===== src/rtl/gpio_bank_pkg.sv =====
package gpio_bank_pkg;

  typedef enum logic [7:0] {
    OFS_DIR       = 8'h00,
    OFS_DIR_OUT   = 8'h04,
    OFS_DIR_IN    = 8'h08,
    OFS_PIN       = 8'h0C,
    OFS_OUT_SET   = 8'h10,
    OFS_OUT_CLR   = 8'h14,
    OFS_ICTL_SET  = 8'h18,
    OFS_ICTL_CLR  = 8'h1C,
    OFS_IPEND_CLR = 8'h20,
    OFS_IPEND     = 8'h24
  } gpio_ofs_e;

  // Index of each per-pin field inside the packed interrupt control word
  localparam int FLD_RISE = 0;
  localparam int FLD_FALL = 1;
  localparam int FLD_DEB  = 2;
  localparam int FLD_LVL  = 3;
  localparam int FLD_NUM  = 4;

  // Edge qualifier: a transition of the effective input that is enabled
  function automatic logic f_edge_hit(input logic cur, input logic prev,
                                      input logic rise_en, input logic fall_en);
    return (rise_en & cur & ~prev) | (fall_en & ~cur & prev);
  endfunction

  // Level qualifier: rise field selects active-high, fall field active-low
  function automatic logic f_level_hit(input logic cur,
                                       input logic hi_en, input logic lo_en);
    return (hi_en & cur) | (lo_en & ~cur);
  endfunction

  // Next pending state: an edge event beats a clear, a level clear wins for one cycle
  function automatic logic f_pend_next(input logic pend, input logic clr,
                                       input logic hit, input logic lvl);
    logic nxt;
    if (lvl) nxt = hit & ~clr;
    else     nxt = (pend & ~clr) | hit;
    return nxt;
  endfunction

endpackage


===== src/rtl/gpio_sync2.sv =====
module gpio_sync2 #(
  parameter int W = 32
) (
  input  logic         clk,
  input  logic         rst_n,
  input  logic [W-1:0] d,
  output logic [W-1:0] q
);
  logic [W-1:0] meta_q;
  logic [W-1:0] sync_q;

  always_ff @(posedge clk) begin
    if (!rst_n) begin
      meta_q <= '0;
      sync_q <= '0;
    end else begin
      meta_q <= d;
      sync_q <= meta_q;
    end
  end

  assign q = sync_q;
endmodule


===== src/rtl/gpio_debounce.sv =====
module gpio_debounce #(
  parameter int CYCLES = 4
) (
  input  logic clk,
  input  logic rst_n,
  input  logic en,
  input  logic din,
  output logic dout
);
  localparam int CNT_W = (CYCLES < 2) ? 1 : $clog2(CYCLES + 1);
  localparam logic [CNT_W-1:0] LAST = CNT_W'(CYCLES - 1);

  logic             filt_q;
  logic [CNT_W-1:0] cnt_q;
  logic             differs;
  logic             accept;

  assign differs = din ^ filt_q;
  assign accept  = en & differs & (cnt_q == LAST);

  always_ff @(posedge clk) begin
    if (!rst_n) begin
      filt_q <= 1'b0;
      cnt_q  <= '0;
    end else if (!en) begin
      filt_q <= din;
      cnt_q  <= '0;
    end else if (!differs) begin
      cnt_q  <= '0;
    end else if (accept) begin
      filt_q <= din;
      cnt_q  <= '0;
    end else begin
      cnt_q  <= cnt_q + 1'b1;
    end
  end

  assign dout = en ? filt_q : din;
endmodule


===== src/rtl/gpio_irq_cell.sv =====
module gpio_irq_cell
  import gpio_bank_pkg::*;
(
  input  logic clk,
  input  logic rst_n,
  input  logic eff_in,
  input  logic rise_en,
  input  logic fall_en,
  input  logic lvl_en,
  input  logic clr,
  output logic hit,
  output logic pend
);
  logic prev_q;
  logic pend_q;

  always_comb begin
    if (lvl_en) hit = f_level_hit(eff_in, rise_en, fall_en);
    else        hit = f_edge_hit(eff_in, prev_q, rise_en, fall_en);
  end

  always_ff @(posedge clk) begin
    if (!rst_n) begin
      prev_q <= 1'b0;
      pend_q <= 1'b0;
    end else begin
      prev_q <= eff_in;
      pend_q <= f_pend_next(pend_q, clr, hit, lvl_en);
    end
  end

  assign pend = pend_q;
endmodule


===== src/rtl/gpio_irq_bank.sv =====
module gpio_irq_bank
  import gpio_bank_pkg::*;
#(
  parameter int N_PINS     = 32,
  parameter int ADDR_W     = 6,
  parameter int DEB_CYCLES = 4
) (
  input  logic              clk,
  input  logic              rst_n,
  input  logic              bus_sel,
  input  logic              bus_wr,
  input  logic [ADDR_W-1:0] bus_addr,
  input  logic [N_PINS-1:0] bus_wdata,
  output logic [N_PINS-1:0] bus_rdata,
  input  logic [N_PINS-1:0] pin_in,
  output logic [N_PINS-1:0] pin_out,
  output logic [N_PINS-1:0] pin_oe,
  output logic              irq_out
);
  localparam int IRQ_PINS = N_PINS / FLD_NUM;

  // Set/clear merge on a whole word
  function automatic logic [N_PINS-1:0] f_set_clr(input logic [N_PINS-1:0] cur,
                                                 input logic [N_PINS-1:0] set_m,
                                                 input logic [N_PINS-1:0] clr_m);
    return (cur | set_m) & ~clr_m;
  endfunction

  function automatic logic f_at(input logic [ADDR_W-1:0] a, input gpio_ofs_e o);
    return a == ADDR_W'(o);
  endfunction

  logic              wr_en;
  logic              wr_dir_out, wr_dir_in, wr_out_set, wr_out_clr;
  logic              wr_ictl_set, wr_ictl_clr, wr_ipend_clr;
  logic [N_PINS-1:0] dir_q, out_q, ictl_q;
  logic [N_PINS-1:0] pin_sync;
  logic [IRQ_PINS-1:0] rise_f, fall_f, deb_f, lvl_f;
  logic [IRQ_PINS-1:0] eff_in, irq_hit, irq_pend, pend_clr, irq_live;

  assign wr_en        = bus_sel & bus_wr;
  assign wr_dir_out   = wr_en & f_at(bus_addr, OFS_DIR_OUT);
  assign wr_dir_in    = wr_en & f_at(bus_addr, OFS_DIR_IN);
  assign wr_out_set   = wr_en & f_at(bus_addr, OFS_OUT_SET);
  assign wr_out_clr   = wr_en & f_at(bus_addr, OFS_OUT_CLR);
  assign wr_ictl_set  = wr_en & f_at(bus_addr, OFS_ICTL_SET);
  assign wr_ictl_clr  = wr_en & f_at(bus_addr, OFS_ICTL_CLR);
  assign wr_ipend_clr = wr_en & f_at(bus_addr, OFS_IPEND_CLR);

  always_ff @(posedge clk) begin
    if (!rst_n) begin
      dir_q  <= '0;
      out_q  <= '0;
      ictl_q <= '0;
    end else begin
      dir_q  <= f_set_clr(dir_q, wr_dir_out ? bus_wdata : '0,
                          wr_dir_in ? bus_wdata : '0);
      out_q  <= f_set_clr(out_q, wr_out_set ? bus_wdata : '0,
                          wr_out_clr ? bus_wdata : '0);
      ictl_q <= f_set_clr(ictl_q, wr_ictl_set ? bus_wdata : '0,
                          wr_ictl_clr ? bus_wdata : '0);
    end
  end

  assign rise_f   = ictl_q[FLD_RISE*IRQ_PINS +: IRQ_PINS];
  assign fall_f   = ictl_q[FLD_FALL*IRQ_PINS +: IRQ_PINS];
  assign deb_f    = ictl_q[FLD_DEB*IRQ_PINS  +: IRQ_PINS];
  assign lvl_f    = ictl_q[FLD_LVL*IRQ_PINS  +: IRQ_PINS];
  assign pend_clr = wr_ipend_clr ? bus_wdata[IRQ_PINS-1:0] : '0;

  gpio_sync2 #(.W(N_PINS)) u_sync (
    .clk(clk), .rst_n(rst_n), .d(pin_in), .q(pin_sync)
  );

  for (genvar i = 0; i < IRQ_PINS; i++) begin : g_irq
    gpio_debounce #(.CYCLES(DEB_CYCLES)) u_deb (
      .clk(clk), .rst_n(rst_n), .en(deb_f[i]), .din(pin_sync[i]), .dout(eff_in[i])
    );
    gpio_irq_cell u_cell (
      .clk(clk), .rst_n(rst_n), .eff_in(eff_in[i]),
      .rise_en(rise_f[i]), .fall_en(fall_f[i]), .lvl_en(lvl_f[i]),
      .clr(pend_clr[i]), .hit(irq_hit[i]), .pend(irq_pend[i])
    );
  end

  assign irq_live = irq_pend & (rise_f | fall_f);
  assign irq_out  = |irq_live;

  always_comb begin
    bus_rdata = '0;
    if (bus_sel && !bus_wr) begin
      if (f_at(bus_addr, OFS_DIR))      bus_rdata = dir_q;
      if (f_at(bus_addr, OFS_PIN))      bus_rdata = pin_sync;
      if (f_at(bus_addr, OFS_OUT_SET))  bus_rdata = out_q;
      if (f_at(bus_addr, OFS_ICTL_SET)) bus_rdata = ictl_q;
      if (f_at(bus_addr, OFS_IPEND))    bus_rdata = {{(N_PINS-IRQ_PINS){1'b0}}, irq_pend};
    end
  end

  assign pin_out = out_q;
  assign pin_oe  = dir_q;
endmodule


===== config.mk =====
export PLATFORM = sky130hd
export DESIGN_NAME = gpio_irq_bank
export DESIGN_NICKNAME = d
export VERILOG_FILES = /design/src/rtl/gpio_bank_pkg.sv /design/src/rtl/gpio_sync2.sv /design/src/rtl/gpio_debounce.sv /design/src/rtl/gpio_irq_cell.sv /design/src/rtl/gpio_irq_bank.sv
export SDC_FILE = /design/constraint.sdc
export NUM_CORES = 1
export LEC_CHECK = 0
export ABC_AREA = 0
export BUFFER_PORTS_ARGS = -buffer_cell sky130_fd_sc_hd__buf_4
export CORE_AREA = 4 4 130 132
export DETAILED_ROUTE_END_ITERATION = 6
export DIE_AREA = 0 0 134 136
export HOLD_SLACK_MARGIN = 0.15
export PLACE_DENSITY = 0.77
export SYNTH_ARGS = -nofsm -noshare
export SYNTH_HDL_FRONTEND = slang
export SYNTH_SLANG_ARGS = --single-unit

===== constraint.sdc =====
create_clock -name clk -period 2.86 [get_ports clk]
set_input_delay 0.286 -clock clk [delete_from_list [all_inputs] [get_ports clk]]
set_output_delay 0.286 -clock clk [all_outputs]
set_load 0.02 [all_outputs]

==> flow_summary_export.csv, run 1 <==
group,metric,value,unit
status,status,"complete, no violations",
synthesis,ys_warn_count,0,
setup_path,cpMostUsedCell,"buf_4",
setup_path,critical-path-max-stage-delay,970,ps
route,drc_errors,0,
placement,io_buffers,170,
setup_path,slowest_stage,"or2_1",
global_route,grtUsageTotal,26.7,%
setup_path,path_max_fanout,28,
synthesis,ys_ff_latch,208,
floorplan,initial_core_util,54.1,%
timing,tightest_slew,1220,ps
setup_path,cp-start-kind,"input port",
final_layout,layout_commonest_cell,"dfxtp_1",
setup_path,r2r_end,"g_irq[7].u_cell.pend$_SDFF_PN0_",
route,antenna_left,0,
clocking,ctsHoldBuffers,64,
clocking,cts_max_level,1,
floorplan,dieArea,18200,um2
floorplan,die_y,136,um
final_layout,nets,1227,
clocking,cts_resized,0,
timing,setup_violations,0,
synthesis,synth_edf_count,0,
timing,fin_tns_setup,0,ps
synthesis,synth_area,8500,um2
clocking,cts_buffers,22,
clocking,clockRootBuffer,"clkbuf_16",
power_and_ir_drop,clkPwrFrac,46.6,%
synthesis,synth_top_area_share,49.0,%
clocking,cts_setup_buffers,0,
route,highest_layer,"met4",
min_path,holdPathStages,1,
synthesis,synthDistinctLibCells,37,
floorplan,fp.coreArea,15700,um2
setup_path,worstSetupPathType,"in -> out",
route,dr_total_vias,7839,
timing,finalCriticalPeriod,2740,ps
global_route,antenna_found_initial,0,
timing,clock.fmax,365,MHz
timing,drv_slew,0,
final_layout,drive_gt1_share,21.5,%
route,drt-initial-drc-count,641,
global_route,grt_pass1_vias,7532,
route,wl_per_cell,18.4,um
timing,min_period_over_period,95.7,%
setup_path,crit_required,2570,ps
setup_path,path_cells,"buf_4 -> nand2b_1 -> or2_1 -> nor2_1 -> a311oi_1 -> buf_4",
min_path,hold_path_class,"reg -> reg",
final_layout,diodes,0,
timing,setup_slack,124,ps
setup_path,reg2reg_depth,4,
synthesis,synth_fp_nets,1014,
power_and_ir_drop,leakagePower,4.38,nW
power_and_ir_drop,power_density,558,nW/um2
job,drv_cap,0,
synthesis,ys_seq_area_share,49.0,%
synthesis,synth_top_cell_by_area,"dfxtp_1",
final_layout,syn_to_final_growth,32.6,%
power_and_ir_drop,p_switching,1.37,mW
timing,relSlewSlack,18.6,%
synthesis,netlist_instances,924,
timing,finClkSkew,10.1,ps
route,wl,25200,um
route,dr_wl_met2,11900,um
clocking,cts.sinks,208,
clocking,cts_tree,"built",
placement,dp_hpwl,16600,um
floorplan,ioPinCount,171,
setup_path,crit-reg2reg-launch,"ictl_q[23]$_SDFF_PN0_",
min_path,hold-path-endpoint,"g_irq[7].u_deb.cnt_q[0]$_SDFF_PP0_",
global_route,grt_pass1_wl,39200,um
synthesis,synth.area.top_cells,"dfxtp_1 49%, a211oi_1 8.5%, a21oi_1 6.1%",
placement,dp_cells,1265,
floorplan,placementRows,46,
setup_path,path_buf_inv,2,
min_path,hp-start,"g_irq[7].u_deb.cnt_q[0]$_SDFF_PP0_",
clocking,cts.path.max_buffers,3,
placement,dpl-instance-area,9870,um2
clocking,clock_latency,500,ps
synthesis,syn_area_per_cell,9.20,um2
final_layout,fin_util,71.7,%
placement,dp_slack,223,ps
route,first_pass_iters,5,
final_layout,fin_area,11300,um2
route,wl_met3,1920,um
timing,finalHoldViolCount,0,
setup_path,endpoint_kind,"output port",
floorplan,die_w,134,um
global_route,grt_max_degree,81,
clocking,path_clk_slew,50,ps
global_route,grt-ovfl-total,0,
setup_path,worstPathArrival,2450,ps
final_layout,fin_cells,1368,
route,viasPerCell,5.73,
final_layout,layout_common_cells,"208 x dfxtp_1, 185 x buf_4, 104 x a21oi_1, 96 x a211oi_1, 89 x nor2_1",
placement,gp_congestion,0.938,
synthesis,synth_ff_type,"dfxtp_1",
route,wl_met1,10200,um
power_and_ir_drop,sw_frac_of_total,21.8,%
synthesis,async_flop_share,0,%
setup_path,reg2reg_slack,1300,ps
power_and_ir_drop,intPower,4.91,mW
setup_path,crit_family,"simple AND/OR/NAND/NOR gates",
power_and_ir_drop,seq_power_share,47.3,%
timing,rsz0062_at_grt,"no",
power_and_ir_drop,pwr-share-comb,6.1,%
power_and_ir_drop,ir_worst_vdd,0.000622,V
sequential cells by signal (all words and copies together), names as in the netlist:
signal,count
g_irq.u_cell.pend,8
g_irq.u_cell.prev_q,8
g_irq.u_deb.cnt_q,24
g_irq.u_deb.filt_q,8
ictl_q,32
pin_oe,32
pin_out,32
u_sync.meta_q,32
u_sync.q,32
kinds of logic (layout without fill, tap and decap cells):
| kind of cell | after synthesis | after routing | synth area share (%) |
|---|---|---|---|
| muxes | 24 | 24 | 2.83 |
| AOI/OAI and AO/OA | 296 | 296 | 22.1 |
| DFF | 208 | 208 | 49.0 |
| buffers and inverters | 80 | 308 | 5.09 |
| xor gates and xnor gates | 8 | 8 | 0.824 |
| adders and majority gates | 16 | 16 | 2.35 |
| and+or+nand+nor | 292 | 292 | 17.8 |
through the flow:
| stage | power (mW) | hold slack (ps) |
|---|---|---|
| 5_1_grt | 6.45 | 437 |
| 6_report | 6.28 | 417 |
| 2_1_floorplan | 3.17 | 383 |
| 4_1_cts | 6.32 | 425 |
| 3_5_place_dp | 3.34 | 412 |
| 3_3_place_gp | 3.33 | 407 |
layer usage:
metal | global-route usage, % | vias to the layer above
met2 | 44.7 | 335
met4 | 11.7 | 0
li1 | - | 3738
met3 | 5.96 | 91
met1 | 33.3 | 3675
met5 | 0 | -
worst reg2reg max path: cells and delay by family, from the launching register on:
family             cells  cell delay (ps)
DFF                    1              440
muxes                  2              700
AOI/OAI and AO/OA      2              310
worst max path at each step:
stage	slack [ps]	startpoint	cells after the start	to
after CTS	210	bus_addr[3]	6	bus_rdata[28]
after floorplan	510	bus_addr[4]	7	bus_rdata[11]
after global placement	340	bus_addr[3]	6	bus_rdata[9]
after global routing	70	bus_addr[3]	6	bus_rdata[22]
after detailed placement	220	bus_addr[3]	6	bus_rdata[28]
final	120	bus_addr[3]	6	bus_rdata[29]
power groups by stage:
stage	clock network, mW	registers, mW	logic [mW]
2_1_floorplan	0	3.03	0.143
3_3_place_gp	0	3.04	0.299
3_5_place_dp	0	3.04	0.304
4_1_cts	2.97	2.97	0.376
5_1_grt	3.06	2.98	0.411
6_report	2.93	2.97	0.381
area by class of cell:
cell class,count,area (um2)
inverter,17,65.1
sequential,208,4160
clock buffer,30,652
clock inverter,9,105
timing repair buffer,252,2090
tap,216,270
fill,1199,4440
multi-input combinational,636,3920
Yosys cell counts, drive strengths merged, types with 5 or more instances:
library cell / count
o21ai: 40
dfxtp: 208
nor3: 15
a31oi: 8
nand3: 24
a211oi: 96
and2: 64
a221oi: 8
xor2: 8
nor2: 92
mux2i: 24
nand2: 59
nor2b: 17
or2: 5
a21oi: 104
a311oi: 24
o22ai: 8
ha: 16
clkbuf: 30
or3b: 8
inv: 17
o21a: 8
buf: 33
Power figures use the tool's default switching activity.
==> inputs of run 2 (changes only) <==
--- a/config.mk
+++ b/config.mk
@@ -12,6 +12,7 @@
 export DIE_AREA = 0 0 134 136
 export HOLD_SLACK_MARGIN = 0.15
 export PLACE_DENSITY = 0.77
+export SETUP_SLACK_MARGIN = 0.15
 export SYNTH_ARGS = -nofsm -noshare
 export SYNTH_HDL_FRONTEND = slang
 export SYNTH_SLANG_ARGS = --single-unit
==> run 2 against run 1 <==
Net effect:
- sequential share of layout area unchanged
- combinational power about the same
- largest power group unchanged
- flip-flop and latch count unchanged
- core utilization unchanged
- critical path depth unchanged
- critical endpoint is now bus_rdata[26]
- via count down 1.0%
- first-iteration DRC count down 3.9%
- power about the same
==> flow_summary_export.csv, run 2 (same netlist as run 1, synthesis figures left out) <==
group,metric,value,unit
status,status,"complete, no violations",
clocking,clockRootBuffer,"clkbuf_16",
global_route,grt_pass1_wl,39200,um
global_route,antenna_found_initial,0,
setup_path,crit_family,"simple AND/OR/NAND/NOR gates",
timing,tightest_slew,687,ps
route,dr_total_vias,7760,
job,drv_cap,0,
timing,clock.fmax,388,MHz
timing,drv_slew,0,
power_and_ir_drop,ir_worst_vdd,0.000621,V
timing,relSlewSlack,53.9,%
route,wl,25200,um
final_layout,drive_gt1_share,21.6,%
final_layout,syn_to_final_growth,32.6,%
setup_path,path_buf_inv,2,
setup_path,worstPathArrival,2290,ps
clocking,cts.path.max_buffers,3,
final_layout,layout_commonest_cell,"dfxtp_1",
route,wl_per_cell,18.4,um
setup_path,cp-start-kind,"input port",
setup_path,reg2reg_slack,1300,ps
route,antenna_left,0,
route,first_pass_iters,5,
global_route,grt_max_degree,81,
floorplan,ioPinCount,171,
placement,gp_congestion,0.938,
final_layout,fin_util,71.7,%
floorplan,dieArea,18200,um2
timing,finClkSkew,10.0,ps
floorplan,placementRows,46,
clocking,cts_tree,"built",
final_layout,multi_input_area,3920,um2
timing,fin_tns_setup,0,ps
setup_path,path_cells,"buf_4 -> or4_4 -> nor2_8 -> nand2_1 -> a311oi_1 -> buf_4",
timing,setup_violations,0,
global_route,grt_pass1_vias,7532,
clocking,cts.sinks,208,
min_path,hold_path_class,"reg -> reg",
timing,min_period_over_period,90.1,%
setup_path,slowest_stage,"or4_4",
final_layout,n_fill_cell,1199,
final_layout,fin_cells,1368,
clocking,cts_setup_buffers,0,
floorplan,die_y,136,um
setup_path,critical-path-max-stage-delay,660,ps
clocking,clock_latency,500,ps
power_and_ir_drop,leakagePower,4.38,nW
power_and_ir_drop,total_power,6.28,mW
setup_path,worstSetupPathType,"in -> out",
setup_path,path_max_fanout,24,
placement,dp_hpwl,16600,um
floorplan,initial_core_util,54.1,%
timing,finalHoldViolCount,0,
placement,io_buffers,170,
final_layout,layout_common_cells,"208 x dfxtp_1, 185 x buf_4, 104 x a21oi_1, 96 x a211oi_1, 89 x nor2_1",
setup_path,cpMostUsedCell,"buf_4",
global_route,grtUsageTotal,26.7,%
setup_path,endpoint_kind,"output port",
floorplan,die_w,134,um
global_route,grt-ovfl-total,0,
clocking,path_clk_slew,50,ps
power_and_ir_drop,power_density,558,nW/um2
final_layout,diodes,0,
route,drc_errors,0,
timing,finalCriticalPeriod,2580,ps
placement,dp_cells,1265,
route,viasPerCell,5.67,
clocking,cts_buffers,22,
final_layout,nets,1227,
setup_path,crit_required,2570,ps
timing,rsz0062_at_grt,"no",
clocking,cts_max_level,1,
route,drt-initial-drc-count,616,
final_layout,seq_area,4160,um2
floorplan,fp.coreArea,15700,um2
## run 2: cell counts in the layout (fill, tap and decap cells not counted)
No cell type changed its count.
## run 2: area by class of cell
class / count / area share (%)
clock buffer: 30 / 5.78
clock inverter: 9 / 0.933
timing repair buffer: 252 / 18.5
multi-input combinational: 636 / 34.8
sequential: 208 / 36.9
tap: 216 / 2.40
inverter: 17 / 0.577
## run 2: final timing paths
| path | startpoint | endpoint | cells past startpoint |
|---|---|---|---|
| max | bus_addr[4] | bus_rdata[26] | 6 |
| min | g_irq[7].u_deb.cnt_q[0]$_SDFF_PP0_ | g_irq[7].u_deb.cnt_q[0]$_SDFF_PP0_ | 1 |
| max reg2reg | ictl_q[23]$_SDFF_PN0_ | g_irq[7].u_cell.pend$_SDFF_PN0_ | 4 |
| min reg2reg | g_irq[7].u_deb.cnt_q[0]$_SDFF_PP0_ | g_irq[7].u_deb.cnt_q[0]$_SDFF_PP0_ | 1 |
## run 2: through the flow
stage               setup slack, ps  hold slack [ps]  instance area (um2)
detailed placement              223              412                 9870
CTS                             212              425                11300
finish                          282              417                11300
floorplan                       507              383                 8500
global placement                339              407                 9870
global route                    226              437                11300
## run 2: routing by layer
metal | global-route usage (%) | share of wire (%) | up-vias
li1 | - | - | 3737
met1 | 33.3 | 41 | 3642
met3 | 5.96 | 7.3 | 70
met2 | 44.7 | 48 | 311
met4 | 11.7 | 3.7 | 0
met5 | 0 | 0 | -
## run 2: power by group
group	switching, mW	internal, mW
sequential	0.0249	2.95
clock	1.15	1.78
combinational	0.197	0.185
total	1.37	4.91
## run 2: timing repair
action / 4_1_cts / 5_1_grt
hold buffers: 64 / 0
endpoints found under the setup margin: 0 / 19
endpoints found under the hold margin: 128 / 0
resized for setup: 0 / 1
==> inputs of run 3 (changes only) <==
--- a/config.mk
+++ b/config.mk
@@ -7,11 +7,11 @@
 export LEC_CHECK = 0
 export ABC_AREA = 0
 export BUFFER_PORTS_ARGS = -buffer_cell sky130_fd_sc_hd__buf_4
-export CORE_AREA = 4 4 130 132
+export CORE_AREA = 4 4 177 179
 export DETAILED_ROUTE_END_ITERATION = 6
-export DIE_AREA = 0 0 134 136
+export DIE_AREA = 0 0 181 183
 export HOLD_SLACK_MARGIN = 0.15
-export PLACE_DENSITY = 0.77
+export PLACE_DENSITY = 0.45
 export SETUP_SLACK_MARGIN = 0.15
 export SYNTH_ARGS = -nofsm -noshare
 export SYNTH_HDL_FRONTEND = slang
==> run 3 against run 2 <==
Net effect:
- cell area up 3.2%
- sequential power about the same
- first-iteration DRC count fell by 29%
- combinational power up 2%
- core utilization is 32 points lower
- wire length increased by 16%
- largest cell class unchanged
- largest power group is now clock
- highest routed layer is now met5
==> flow_summary_export.csv, run 3 (same netlist as run 1, synthesis figures left out) <==
group,metric,value,unit
floorplan,dieArea,33100,um2
route,wl_met3,1650,um
final_layout,layout_common_cells,"208 x dfxtp_1, 192 x buf_4, 104 x a21oi_1, 96 x a211oi_1, 89 x nor2_1",
timing,finalCriticalPeriod,2540,ps
global_route,grt_max_degree,113,
setup_path,endpoint_kind,"output port",
setup_path,crit_required,2570,ps
timing,min_period_over_period,88.7,%
final_layout,seq_area,4160,um2
final_layout,n_fill_cell,2979,
clocking,ctsHoldBuffers,64,
route,antenna_left,0,
route,dr_wl_met2,13600,um
min_path,hp-start,"rst_n",
clocking,cts.sinks,208,
setup_path,reg2reg_depth,4,
floorplan,placementRows,63,
timing,clock.fmax,394,MHz
route,drc_errors,0,
final_layout,nets,1236,
status,status,"complete, no violations",
placement,dp_hpwl,20100,um
min_path,hold-path-endpoint,"g_irq[5].u_cell.pend$_SDFF_PN0_",
clocking,cts.path.max_buffers,3,
final_layout,layout_commonest_cell,"dfxtp_1",
route,wl_met1,13300,um
timing,drv_slew,0,
setup_path,worstPathArrival,2250,ps
timing,finalHoldViolCount,0,
floorplan,ioPinCount,171,
clocking,path_clk_slew,60,ps
floorplan,die_w,181,um
global_route,grt_pass1_vias,7516,
route,wl,29200,um
floorplan,die_y,183,um
setup_path,path_cells,"buf_4 -> nand2b_1 -> or2_1 -> nand2_1 -> buf_4 -> a311oi_1 -> buf_4",
global_route,grt_pass1_wl,44700,um
setup_path,cp-start-kind,"input port",
power_and_ir_drop,leakagePower,4.45,nW
power_and_ir_drop,power_density,569,nW/um2
route,highest_layer,"met5",
timing,tightest_slew,647,ps
clocking,clock_latency,520,ps
route,viasPerCell,4.85,
power_and_ir_drop,ir_worst_vdd,0.000288,V
placement,io_buffers,170,
final_layout,fin_util,39.3,%
route,wl_per_cell,18.8,um
timing,fin_tns_setup,0,ps
min_path,holdPathStages,2,
setup_path,worstSetupPathType,"in -> out",
clocking,cts_tree,"built",
setup_path,crit-reg2reg-launch,"u_sync.q[1]$_SDFF_PN0_",
timing,setup_violations,0,
min_path,hold_path_class,"in -> reg",
setup_path,cpMostUsedCell,"buf_4",
clocking,cts_setup_buffers,0,
floorplan,fp.coreArea,29600,um2
route,dr_total_vias,7533,
route,first_pass_iters,5,
global_route,antenna_found_initial,1,
setup_path,critical-path-max-stage-delay,490,ps
timing,rsz0062_at_grt,"no",
global_route,grtUsageTotal,16.9,%
clocking,clockRootBuffer,"clkbuf_16",
setup_path,path_max_fanout,24,
global_route,grt-ovfl-total,0,
job,drv_cap,0,
placement,gp_congestion,0.839,
setup_path,r2r_end,"g_irq[1].u_cell.pend$_SDFF_PN0_",
timing,finClkSkew,15.4,ps
clocking,cts_buffers,24,
setup_path,slowest_stage,"or2_1",
route,drt-initial-drc-count,435,
final_layout,syn_to_final_growth,36.7,%
clocking,cts_resized,0,
floorplan,initial_core_util,28.8,%
setup_path,reg2reg_slack,1300,ps
final_layout,diodes,0,
clocking,cts_max_level,1,
timing,relSlewSlack,56.9,%
final_layout,drive_gt1_share,22.3,%
final_layout,multi_input_area,3920,um2
==> run 3: cell count changes in the layout (fill, tap and decap cells not counted), sizes merged <==
cell and change:
clkinvlp +2, clkinv -1, buf +7, bufinv +1, clkbuf +3
==> run 3: metal layers <==
metal / vias to the layer above / GRT usage, %
li1: 3757 / -
met1: 3529 / 22.8
met2: 195 / 28.0
met3: 50 / 3.41
met4: 2 / 4.38
met5: - / 0
==> run 3: stage by stage <==
step                      std cells  cell area (um2)  total power [mW]  hold WS [ps]  worst slack [ps]
after detailed placement       1446            10100              3.36           413               347
after global routing           1554            11600              6.87           261               210
final                          1554            11600              6.62           242               322
after global placement         1446            10100              3.36           408               343
after CTS                      1554            11600              6.72           255               338
after floorplan                 924             8500              3.17           383               507
==> run 3: worst max-delay path by stage <==
stage	start	endpoint	cells after the start
2_1_floorplan	bus_addr[4]	bus_rdata[11]	7
3_3_place_gp	bus_addr[3]	bus_rdata[26]	7
3_5_place_dp	bus_addr[4]	bus_rdata[21]	7
4_1_cts	bus_addr[4]	bus_rdata[26]	7
5_1_grt	bus_addr[3]	bus_rdata[29]	7
6_report	bus_addr[3]	bus_rdata[22]	7
==> run 3: worst max-delay path: cells and delay by family <==
family | cells | cell delay, ps
simple gates | 3 | 930
buf+inv | 3 | 690
compound gates | 1 | 320
==> run 3: report_power, final <==
part	switching [mW]	internal (mW)	leakage, nW
Combinational	0.204	0.185	2.35
Sequential	0.0271	2.95	1.69
Clock	1.26	1.99	0.410
Total	1.49	5.13	4.45
==> run 3: final cells by class <==
cell class | count | area share [%]
Timing Repair Buffer | 259 | 18.4
Tap cell | 390 | 4.20
Multi-Input combinational cell | 636 | 33.7
Inverter | 17 | 0.560
Clock buffer | 33 | 6.07
Clock inverter | 11 | 1.18
Sequential cell | 208 | 35.8
